===== src/rtl/init_seq_pkg.sv =====
package init_seq_pkg;

   typedef enum logic [1:0] {
      PH_COUNT = 2'd0,
      PH_WAIT  = 2'd1,
      PH_RUN   = 2'd2
   } init_phase_e;

endpackage


===== src/rtl/init_rst_sync.sv =====
module init_rst_sync #(
   parameter int STAGES = 2
) (
   input  logic clk,
   input  logic arst_n,
   output logic rst_n
);

   if (STAGES < 2) begin : g_bad_stages
      $error("init_rst_sync: STAGES must be at least 2");
   end

   logic [STAGES-1:0] chain;

   for (genvar s = 0; s < STAGES; s++) begin : g_stage
      if (s == 0) begin : g_first
         always_ff @(posedge clk or negedge arst_n) begin
            if (!arst_n) chain[0] <= 1'b0;
            else         chain[0] <= 1'b1;
         end
      end else begin : g_next
         always_ff @(posedge clk or negedge arst_n) begin
            if (!arst_n) chain[s] <= 1'b0;
            else         chain[s] <= chain[s-1];
         end
      end
   end

   assign rst_n = chain[STAGES-1];

endmodule


===== src/rtl/init_phase_fsm.sv =====
module init_phase_fsm
   import init_seq_pkg::*;
#(
   parameter int INIT_CYCLES = 1024
) (
   input  logic clk,
   input  logic rst_n,
   input  logic frame_tick,
   output logic int_rst,
   output logic force_zero,
   output logic reg_load
);

   localparam int CW = (INIT_CYCLES > 1) ? $clog2(INIT_CYCLES) : 1;
   localparam logic [CW-1:0] LAST = CW'(INIT_CYCLES - 1);

   if (INIT_CYCLES < 2) begin : g_bad_cycles
      $error("init_phase_fsm: INIT_CYCLES must be at least 2");
   end

   init_phase_e   phase;
   logic [CW-1:0] cnt;

   always_ff @(posedge clk or negedge rst_n) begin
      if (!rst_n) begin
         phase    <= PH_COUNT;
         cnt      <= '0;
         reg_load <= 1'b0;
      end else begin
         reg_load <= 1'b0;
         unique case (phase)
            PH_COUNT: begin
               if (cnt == LAST) begin
                  phase <= PH_WAIT;
                  cnt   <= '0;
               end else begin
                  cnt <= cnt + 1'b1;
               end
            end
            PH_WAIT: begin
               if (frame_tick) begin
                  phase    <= PH_RUN;
                  reg_load <= 1'b1;
               end
            end
            default: phase <= PH_RUN;
         endcase
      end
   end

   assign int_rst    = (phase == PH_COUNT);
   assign force_zero = (phase != PH_RUN);

endmodule


===== src/rtl/init_clkout.sv =====
module init_clkout #(
   parameter bit HAS_HALF = 1'b1
) (
   input  logic clk,
   input  logic rst_n,
   input  logic force_dflt,
   input  logic half_req,
   input  logic en_req,
   output logic clk_out
);

   logic en_eff;
   logic en_q;

   assign en_eff = force_dflt | en_req;

   // enable only moves while clk is low, so the AND gate cannot chop a pulse
   always_ff @(negedge clk or negedge rst_n) begin
      if (!rst_n) en_q <= 1'b1;
      else        en_q <= en_eff;
   end

   if (HAS_HALF) begin : g_half
      logic half_eff;
      logic half_q;
      logic tog;

      assign half_eff = ~force_dflt & half_req;

      always_ff @(negedge clk or negedge rst_n) begin
         if (!rst_n) half_q <= 1'b0;
         else        half_q <= half_eff;
      end

      always_ff @(posedge clk or negedge rst_n) begin
         if (!rst_n)      tog <= 1'b0;
         else if (en_eff) tog <= ~tog;
         else             tog <= 1'b0;
      end

      assign clk_out = half_q ? tog : (clk & en_q);
   end else begin : g_full_only
      logic unused_half;
      assign unused_half = half_req;
      assign clk_out = clk & en_q;
   end

endmodule


===== src/rtl/init_sequencer.sv =====
module init_sequencer #(
   parameter int INIT_CYCLES = 1024,
   parameter int SYNC_STAGES = 2,
   parameter bit HAS_HALF    = 1'b1
) (
   input  logic clk,
   input  logic ext_rst_n,
   input  logic pwr_ok,
   input  logic frame_tick,
   input  logic clkout_half,
   input  logic clkout_en,
   output logic int_rst,
   output logic force_zero,
   output logic reg_load,
   output logic clk_out
);

   logic src_rst_n;
   logic sync_rst_n;

   assign src_rst_n = ext_rst_n & pwr_ok;

   init_rst_sync #(
      .STAGES (SYNC_STAGES)
   ) u_sync (
      .clk    (clk),
      .arst_n (src_rst_n),
      .rst_n  (sync_rst_n)
   );

   init_phase_fsm #(
      .INIT_CYCLES (INIT_CYCLES)
   ) u_fsm (
      .clk        (clk),
      .rst_n      (sync_rst_n),
      .frame_tick (frame_tick),
      .int_rst    (int_rst),
      .force_zero (force_zero),
      .reg_load   (reg_load)
   );

   init_clkout #(
      .HAS_HALF (HAS_HALF)
   ) u_clkout (
      .clk        (clk),
      .rst_n      (sync_rst_n),
      .force_dflt (int_rst),
      .half_req   (clkout_half),
      .en_req     (clkout_en),
      .clk_out    (clk_out)
   );

endmodule


===== config.mk =====
export PLATFORM = sky130hd
export DESIGN_NAME = init_sequencer
export DESIGN_NICKNAME = d
export VERILOG_FILES = /design/src/rtl/init_seq_pkg.sv /design/src/rtl/init_rst_sync.sv /design/src/rtl/init_phase_fsm.sv /design/src/rtl/init_clkout.sv /design/src/rtl/init_sequencer.sv
export SDC_FILE = /design/constraint.sdc
export NUM_CORES = 1
export LEC_CHECK = 0
export ABC_AREA = 1
export BUFFER_PORTS_ARGS = -buffer_cell sky130_fd_sc_hd__buf_2
export CORE_MARGIN = 2
export CORE_UTILIZATION = 45
export CTS_CLUSTER_DIAMETER = 60
export DETAILED_ROUTE_END_ITERATION = 10
export GPL_TIMING_DRIVEN = 0
export PLACE_DENSITY = 0.67
export SLEW_MARGIN = 5
export SYNTH_ARGS = -nofsm -noshare
export SYNTH_HDL_FRONTEND = slang
export SYNTH_SLANG_ARGS = --single-unit

===== constraint.sdc =====
create_clock -name clk -period 0.8 [get_ports clk]
set_clock_uncertainty 0.1 [all_clocks]
set_input_delay 0 -clock clk [delete_from_list [all_inputs] [get_ports clk]]
set_output_delay 0 -clock clk [all_outputs]
set_load 0.02 [all_outputs]

==> run_results.csv, run 1 <==
group,metric,value,unit
timing,finalSetupTns,-9.50,ns
timing,holdWs,-0.00449,ns
timing,finalSetupViolCount,21,
critical_path,required,0.70,ns
timing,grt_setup_unrepaired,"true",
critical_path,slowest_delay,0.54,ns
timing,layout_setup_ws,-1.07,ns
final_layout,fillers,115,
final_layout,drive_gt1_share,53.5,%
global_route,grt_pass1_wl,3240,um
pwr,p_int,1.39,mW
final_layout,final_area,0.00133,mm^2
route,viasPerCell,4.87,
hold_path,hold_path.class,"input port to flop",
route,wire_per_inst,13.8,um
timing,finalHoldViolations,1,
placed_design,place_ws,-0.557,ns
critical_path,end_kind,"primary output",
global_route,grt_usage,22.8,%
floorplanning,ios,10,
route,drtPass1Iterations,4,
critical_path,critPathMaxFanout,1,
global_route,grt-ovfl-total,0,
floorplanning,dieArea,0.00219,mm^2
route,routed_wl,2090,um
pwr,pwr-share-seq,50.4,%
final_layout,postLayoutCoreUtil,77.0,%
floorplanning,die_y,46.8,um
final_layout,layout_common_cells,"dfrtp_1, nand2_1, buf_6",
yosys,synth_area_leaders,"dfrtp_1, nand2_1, inv_1",
timing,final_max_slew_viol_count,0,
yosys,yosysWarnings,0,
final_layout,n_antenna_cell,0,
global_route,grt_start_max_net_pins,11,
yosys,seq_area_frac_synth,54.9,%
route,ant_nets,0,
yosys,synth.distinct_cells,23,
critical_path,cp_slowest_cell,"dfstp_2",
pwr,p_per_area,1400,mW/mm^2
final_layout,area_growth,61.4,%
yosys,yosys.area.top_type,"dfrtp_1",
yosys,syn-cell-area,823,um^2
clock_network,clkTransAtPathRegs,0.07,ns
pwr,sw_frac_of_total,25.6,%
final_layout,final_common_cell,"dfrtp_1",
placed_design,port_buffers,9,
yosys,syn_avg_cell_area,9.05,um^2
pwr,ir_worst_vdd,0.00142,V
floorplanning,rows,15,
critical_path,path_cells,"nand2_2 -> o21ai_4 -> buf_6",
placed_design,place_congestion,0.744,
flow_run,maxCapViolations,0,
route,drt_iter0_drc,9,
floorplanning,core,0.00173,mm^2
clock_network,clk_latency,0.41,ns
route,drc_errors,0,
critical_path,cp.arrival,1.77,ns
critical_path,criticalPathCategory,"flop to primary output",
floorplanning,start_util,47.7,%
outcome,status,"finished with violations",
global_route,antenna_found_initial,0,
outcome,violations,"hold timing, setup timing",
placed_design,placed_area,942,um^2
yosys,syn-num-nets,98,
yosys,yosys.area.top_type_share,48.6,%
critical_path,crit_family,"flip-flops",
yosys,synth_cells,91,
clock_network,cts_tree,"built",
global_route,first_global_vias,740,
pwr,clkPwrFrac,45.3,%
clock_network,ctsHoldBuffers,6,
pwr,comb_power_share,4.3,%
route,vias,740,
floorplanning,dieWidth,46.8,um
placed_design,dp_hpwl,1060,um
pwr,p_switching,0.478,mW
yosys,ys_seq_elements,18,
final_layout,layout.nets,135,
critical_path,path_buf_inv,1,
critical_path,critPathLaunchType,"flop",
pwr,leakagePower,0.698,nW
metrics by stage:
stage | instances | total power [mW]
2_1_floorplan | 91 | 1.05
3_3_place_gp | 125 | 1.08
3_5_place_dp | 125 | 1.08
4_1_cts | 146 | 1.86
5_1_grt | 152 | 1.97
6_report | 152 | 1.87
cell families (layout without fill, tap and decap cells):
logic type / Yosys count / count (layout) / synth area share [%]
AOI/OAI and AO/OA: 4 / 4 / 2.74
xor gates and xnor gates: 5 / 5 / 5.32
adders and majority gates: 1 / 1 / 1.52
buffers and inverters: 17 / 53 / 7.75
DFF: 18 / 18 / 54.9
muxes: 1 / 1 / 1.22
other: 1 / 1 / 0.455
and+or+nand+nor: 44 / 44 / 26.1
cell usage after synthesis:
library cell / n
nand2_1: 21
dfrtp_1: 16
inv_1: 14
nand3_1: 8
nor2_1: 7
xnor2_1: 4
inv_2: 3
nor2_4: 2
o21ai_0: 2
a21oi_1: 1
conb_1: 1
dfrtn_1: 1
dfstp_2: 1
ha_1: 1
mux2i_1: 1
nand2_2: 1
nand2_4: 1
nand4_1: 1
nand4_2: 1
nor2_2: 1
nor3_1: 1
o31ai_1: 1
xor2_1: 1
final timing paths:
check,start,endpoint,slack [ns],cells past startpoint
worst min-delay path,clkout_half,u_clkout.g_half.half_q$_DFF_NN0_,-0.004,3
worst max-delay path,u_clkout.en_q$_DFF_NN1_,clk_out,-1.07,3
max in group asynchronous,ext_rst_n,u_sync.rst_n$_DFF_PN0_,0.01,5
min in group asynchronous,u_sync.rst_n$_DFF_PN0_,u_clkout.g_half.tog$_DFF_PN0_,0.18,1
worst max register to register,u_fsm.phase[1]$_DFFE_PN0P_,u_clkout.g_half.half_q$_DFF_NN0_,-0.57,4
worst min register to register,u_sync.rst_n$_DFF_PN0_,u_clkout.g_half.tog$_DFF_PN0_,0.18,1
per-layer routing:
layer | vias up | wire (um) | part of all wire, % | GRT usage [%]
li1 | 350 | - | - | -
met1 | 353 | 743 | 36 | 23.3
met2 | 26 | 1150 | 55 | 36.4
met3 | 11 | 98 | 4.7 | 13.1
met4 | 0 | 93 | 4.4 | 13.3
met5 | - | 0 | 0 | 0
cell type report:
type | count | area [um^2] | area share [%]
Multi-Input combinational cell | 56 | 450 | 33.9
Clock buffer | 8 | 60.1 | 4.52
Clock inverter | 1 | 3.75 | 0.282
Tap cell | 25 | 31.3 | 2.35
Inverter | 16 | 70.1 | 5.27
Sequential cell | 18 | 455 | 34.3
Timing Repair Buffer | 28 | 258 | 19.4
power by group through the flow:
stage | registers, mW | logic (mW) | clock network (mW)
after global placement | 0.965 | 0.0249 | 0.0897
after floorplan | 0.960 | 0.0129 | 0.0781
after global routing | 0.942 | 0.0903 | 0.937
after detailed placement | 0.966 | 0.0269 | 0.0897
final | 0.940 | 0.0808 | 0.845
after CTS | 0.939 | 0.0739 | 0.848
repair_timing:
action                     4_1_cts  5_1_grt
gates resized for setup         30       17
setup endpoints to repair       23       23
hold endpoints to repair         7        1
pin swaps                       11        9
setup buffers                    8        6
worst reg2reg max path: cells and delay by family (launching register included):
family | cells | cell delay (ns)
flip-flops | 1 | 0.43
AND/OR/NAND/NOR | 2 | 0.13
buffers and inverters | 2 | 0.18
state kept, by name, indices dropped and copies added (netlist names):
| register | flops |
|---|---|
| u_sync.rst_n | 1 |
| u_clkout.en_q | 1 |
| u_clkout.g_half.tog | 1 |
| u_sync.chain | 1 |
| u_fsm.reg_load | 1 |
| u_clkout.g_half.half_q | 1 |
| u_fsm.cnt | 10 |
| u_fsm.phase | 2 |
Note: power is estimated with default switching activity, not from simulation.
==> run 2: changes to the inputs <==
--- a/config.mk
+++ b/config.mk
@@ -6,13 +6,13 @@
 export NUM_CORES = 1
 export LEC_CHECK = 0
 export ABC_AREA = 1
-export BUFFER_PORTS_ARGS = -buffer_cell sky130_fd_sc_hd__buf_2
 export CORE_MARGIN = 2
 export CORE_UTILIZATION = 45
 export CTS_CLUSTER_DIAMETER = 60
 export DETAILED_ROUTE_END_ITERATION = 10
+export DONT_BUFFER_PORTS = 1
 export GPL_TIMING_DRIVEN = 0
-export PLACE_DENSITY = 0.67
+export HOLD_SLACK_MARGIN = 0.06
 export SLEW_MARGIN = 5
 export SYNTH_ARGS = -nofsm -noshare
 export SYNTH_HDL_FRONTEND = slang
==> run 2 against run 1 <==
Effect of this change:
- the flow still finishes with violations (hold timing, setup timing)
- hold slack worse by 0.066 ns
- highest routed layer unchanged
- largest cell class is now multi-input combinational cells
- core utilization down 3.6 points
- global-route usage down 4.2 points
- first-iteration DRC count up 67%
- cell count down 6.6%
- sequential power about the same
- cell area down 4.7%
- setup slack better by 0.14 ns
- non-clock buffer count down 10
- register-to-register slack about the same
- critical path depth down 1
==> run_results.csv, run 2 (synthesis results as in run 1) <==
group,metric,value,unit
outcome,status,"finished with violations",
outcome,violations,"hold timing, setup timing",
flow_run,maxCapViolations,0,
critical_path,rrSetupSlack,-0.58,ns
pwr,p_switching,0.453,mW
pwr,comb_power_share,3.4,%
pwr,sw_frac_of_total,24.0,%
clock_network,ctsHoldBuffers,5,
floorplanning,start_util,47.7,%
final_layout,layout_common_cells,"dfrtp_1, nand2_1, inv_1",
timing,holdWs,-0.0702,ns
placed_design,place_congestion,0.728,
pwr,p_per_area,1490,mW/mm^2
floorplanning,dieArea,0.00219,mm^2
timing,final_max_slew_viol_count,0,
final_layout,largest_reg_flops,10,
route,drc_errors,0,
final_layout,area_growth,53.8,%
route,ant_nets,0,
route,drtPass1Iterations,6,
route,drt_iter0_drc,15,
global_route,grt_start_max_net_pins,11,
route,vias,711,
floorplanning,die_y,46.8,um
pwr,ir_worst_vdd,0.00138,V
route,viasPerCell,5.01,
route,wire_per_inst,14.2,um
global_route,grt_usage,18.7,%
timing,layout_setup_ws,-0.931,ns
final_layout,final_common_cell,"dfrtp_1",
pwr,p_int,1.43,mW
final_layout,layout.nets,125,
pwr,leakagePower,0.648,nW
final_layout,top_register,"u_fsm.cnt",
timing,finalHoldViolations,1,
critical_path,r2r_cells,4,
global_route,first_global_vias,647,
timing,finalSetupViolCount,21,
critical_path,end_kind,"primary output",
critical_path,worstReg2RegStart,"u_fsm.phase[1]$_DFFE_PN0P_",
pwr,pwr-share-seq,49.8,%
route,routed_wl,2020,um
clock_network,clkTransAtPathRegs,0.07,ns
global_route,grt-ovfl-total,0,
critical_path,critPathMaxFanout,1,
global_route,antenna_found_initial,0,
final_layout,n_antenna_cell,0,
pwr,clkPwrFrac,46.8,%
critical_path,required,0.70,ns
floorplanning,rows,15,
critical_path,criticalPathCategory,"flop to primary output",
hold_path,hold_path.class,"input port to flop",
floorplanning,core,0.00173,mm^2
timing,finalSetupTns,-8.92,ns
final_layout,drive_gt1_share,50.4,%
clock_network,clk_latency,0.41,ns
critical_path,critPathLaunchType,"flop",
clock_network,cts_tree,"built",
placed_design,dp_hpwl,957,um
timing,grt_setup_unrepaired,"true",
placed_design,port_buffers,0,
final_layout,reg.largest.list,"u_fsm.cnt: 10 flops, u_fsm.phase: 2 flops",
critical_path,cp.arrival,1.63,ns
hold_path,hold_end,"u_clkout.g_half.half_q$_DFF_NN0_",
hold_path,whs_path_depth,2,
floorplanning,ios,10,
final_layout,instances_no_fill,142,
floorplanning,dieWidth,46.8,um
hold_path,worstHoldStart,"clkout_half",
placed_design,dpl.cell_count,116,
critical_path,r2r_end,"u_clkout.g_half.half_q$_DFF_NN0_",
global_route,grt_pass1_wl,2610,um
==> run 2: area by class of cell <==
class | count | area [um^2]
Timing Repair inverter | 1 | 8.76
Clock inverter | 1 | 3.75
Tap cell | 25 | 31.3
Multi-Input combinational cell | 56 | 459
Clock buffer | 7 | 58.8
Sequential cell | 18 | 455
Inverter | 16 | 75.1
Fill cell | 125 | 460
Timing Repair Buffer | 18 | 174
==> run 2: worst max path at each step <==
stage                          startpoint                               end  slack (ns)  cells past startpoint
2_1_floorplan  u_fsm.phase[1]$_DFFE_PN0P_  u_clkout.g_half.half_q$_DFF_NN0_       -0.53                      4
3_3_place_gp   u_fsm.phase[1]$_DFFE_PN0P_  u_clkout.g_half.half_q$_DFF_NN0_       -0.58                      4
3_5_place_dp   u_fsm.phase[1]$_DFFE_PN0P_  u_clkout.g_half.half_q$_DFF_NN0_       -0.60                      4
4_1_cts           u_clkout.en_q$_DFF_NN1_                           clk_out       -0.95                      2
5_1_grt           u_clkout.en_q$_DFF_NN1_                           clk_out       -0.98                      2
6_report          u_clkout.en_q$_DFF_NN1_                           clk_out       -0.93                      2
==> run 2: stage by stage <==
stage	cell area (um^2)	setup slack, ns	hold slack [ns]	utilization, %	power, mW
after floorplan	866	-0.533	-0.322	-	1.05
after detailed placement	897	-0.595	-0.309	52.0	1.06
final	1270	-0.931	-0.0702	73.3	1.89
after global placement	897	-0.577	-0.313	52.0	1.06
after global routing	1270	-0.982	-0.0805	73.3	1.99
after CTS	1170	-0.947	-0.0875	68.0	1.91
==> run 2: repair_timing <==
item / 4_1_cts / 5_1_grt
gates cloned: 1 / 0
buffers inserted: 9 / 6
endpoints found under the hold margin: 8 / 1
setup endpoints to repair: 22 / 21
gates resized for setup: 24 / 16
pin swaps: 12 / 9
==> run 2: metal layers <==
| layer | GRT usage (%) | vias to the layer above | routed length [um] | part of all wire (%) |
|---|---|---|---|---|
| met5 | 0 | - | 0 | 0 |
| met4 | 12.8 | 0 | 65 | 3.2 |
| met1 | 21.8 | 347 | 782 | 39 |
| li1 | - | 330 | - | - |
| met2 | 26.0 | 25 | 1070 | 53 |
| met3 | 10.4 | 9 | 101 | 5.0 |
==> run 2: critical path: stages, from the launching register on <==
cell     delay (ns)
dfstp_2        0.52
nand2_2        0.06
o21ai_4        0.19
==> run 2: power groups by stage <==
stage                     combinational [mW]  clock (mW)  sequential [mW]
after floorplan                       0.0129      0.0781            0.960
after global placement                0.0138      0.0781            0.966
after detailed placement              0.0148      0.0781            0.967
after CTS                             0.0601       0.911            0.939
after global routing                  0.0709       0.976            0.941
final                                 0.0638       0.883            0.939
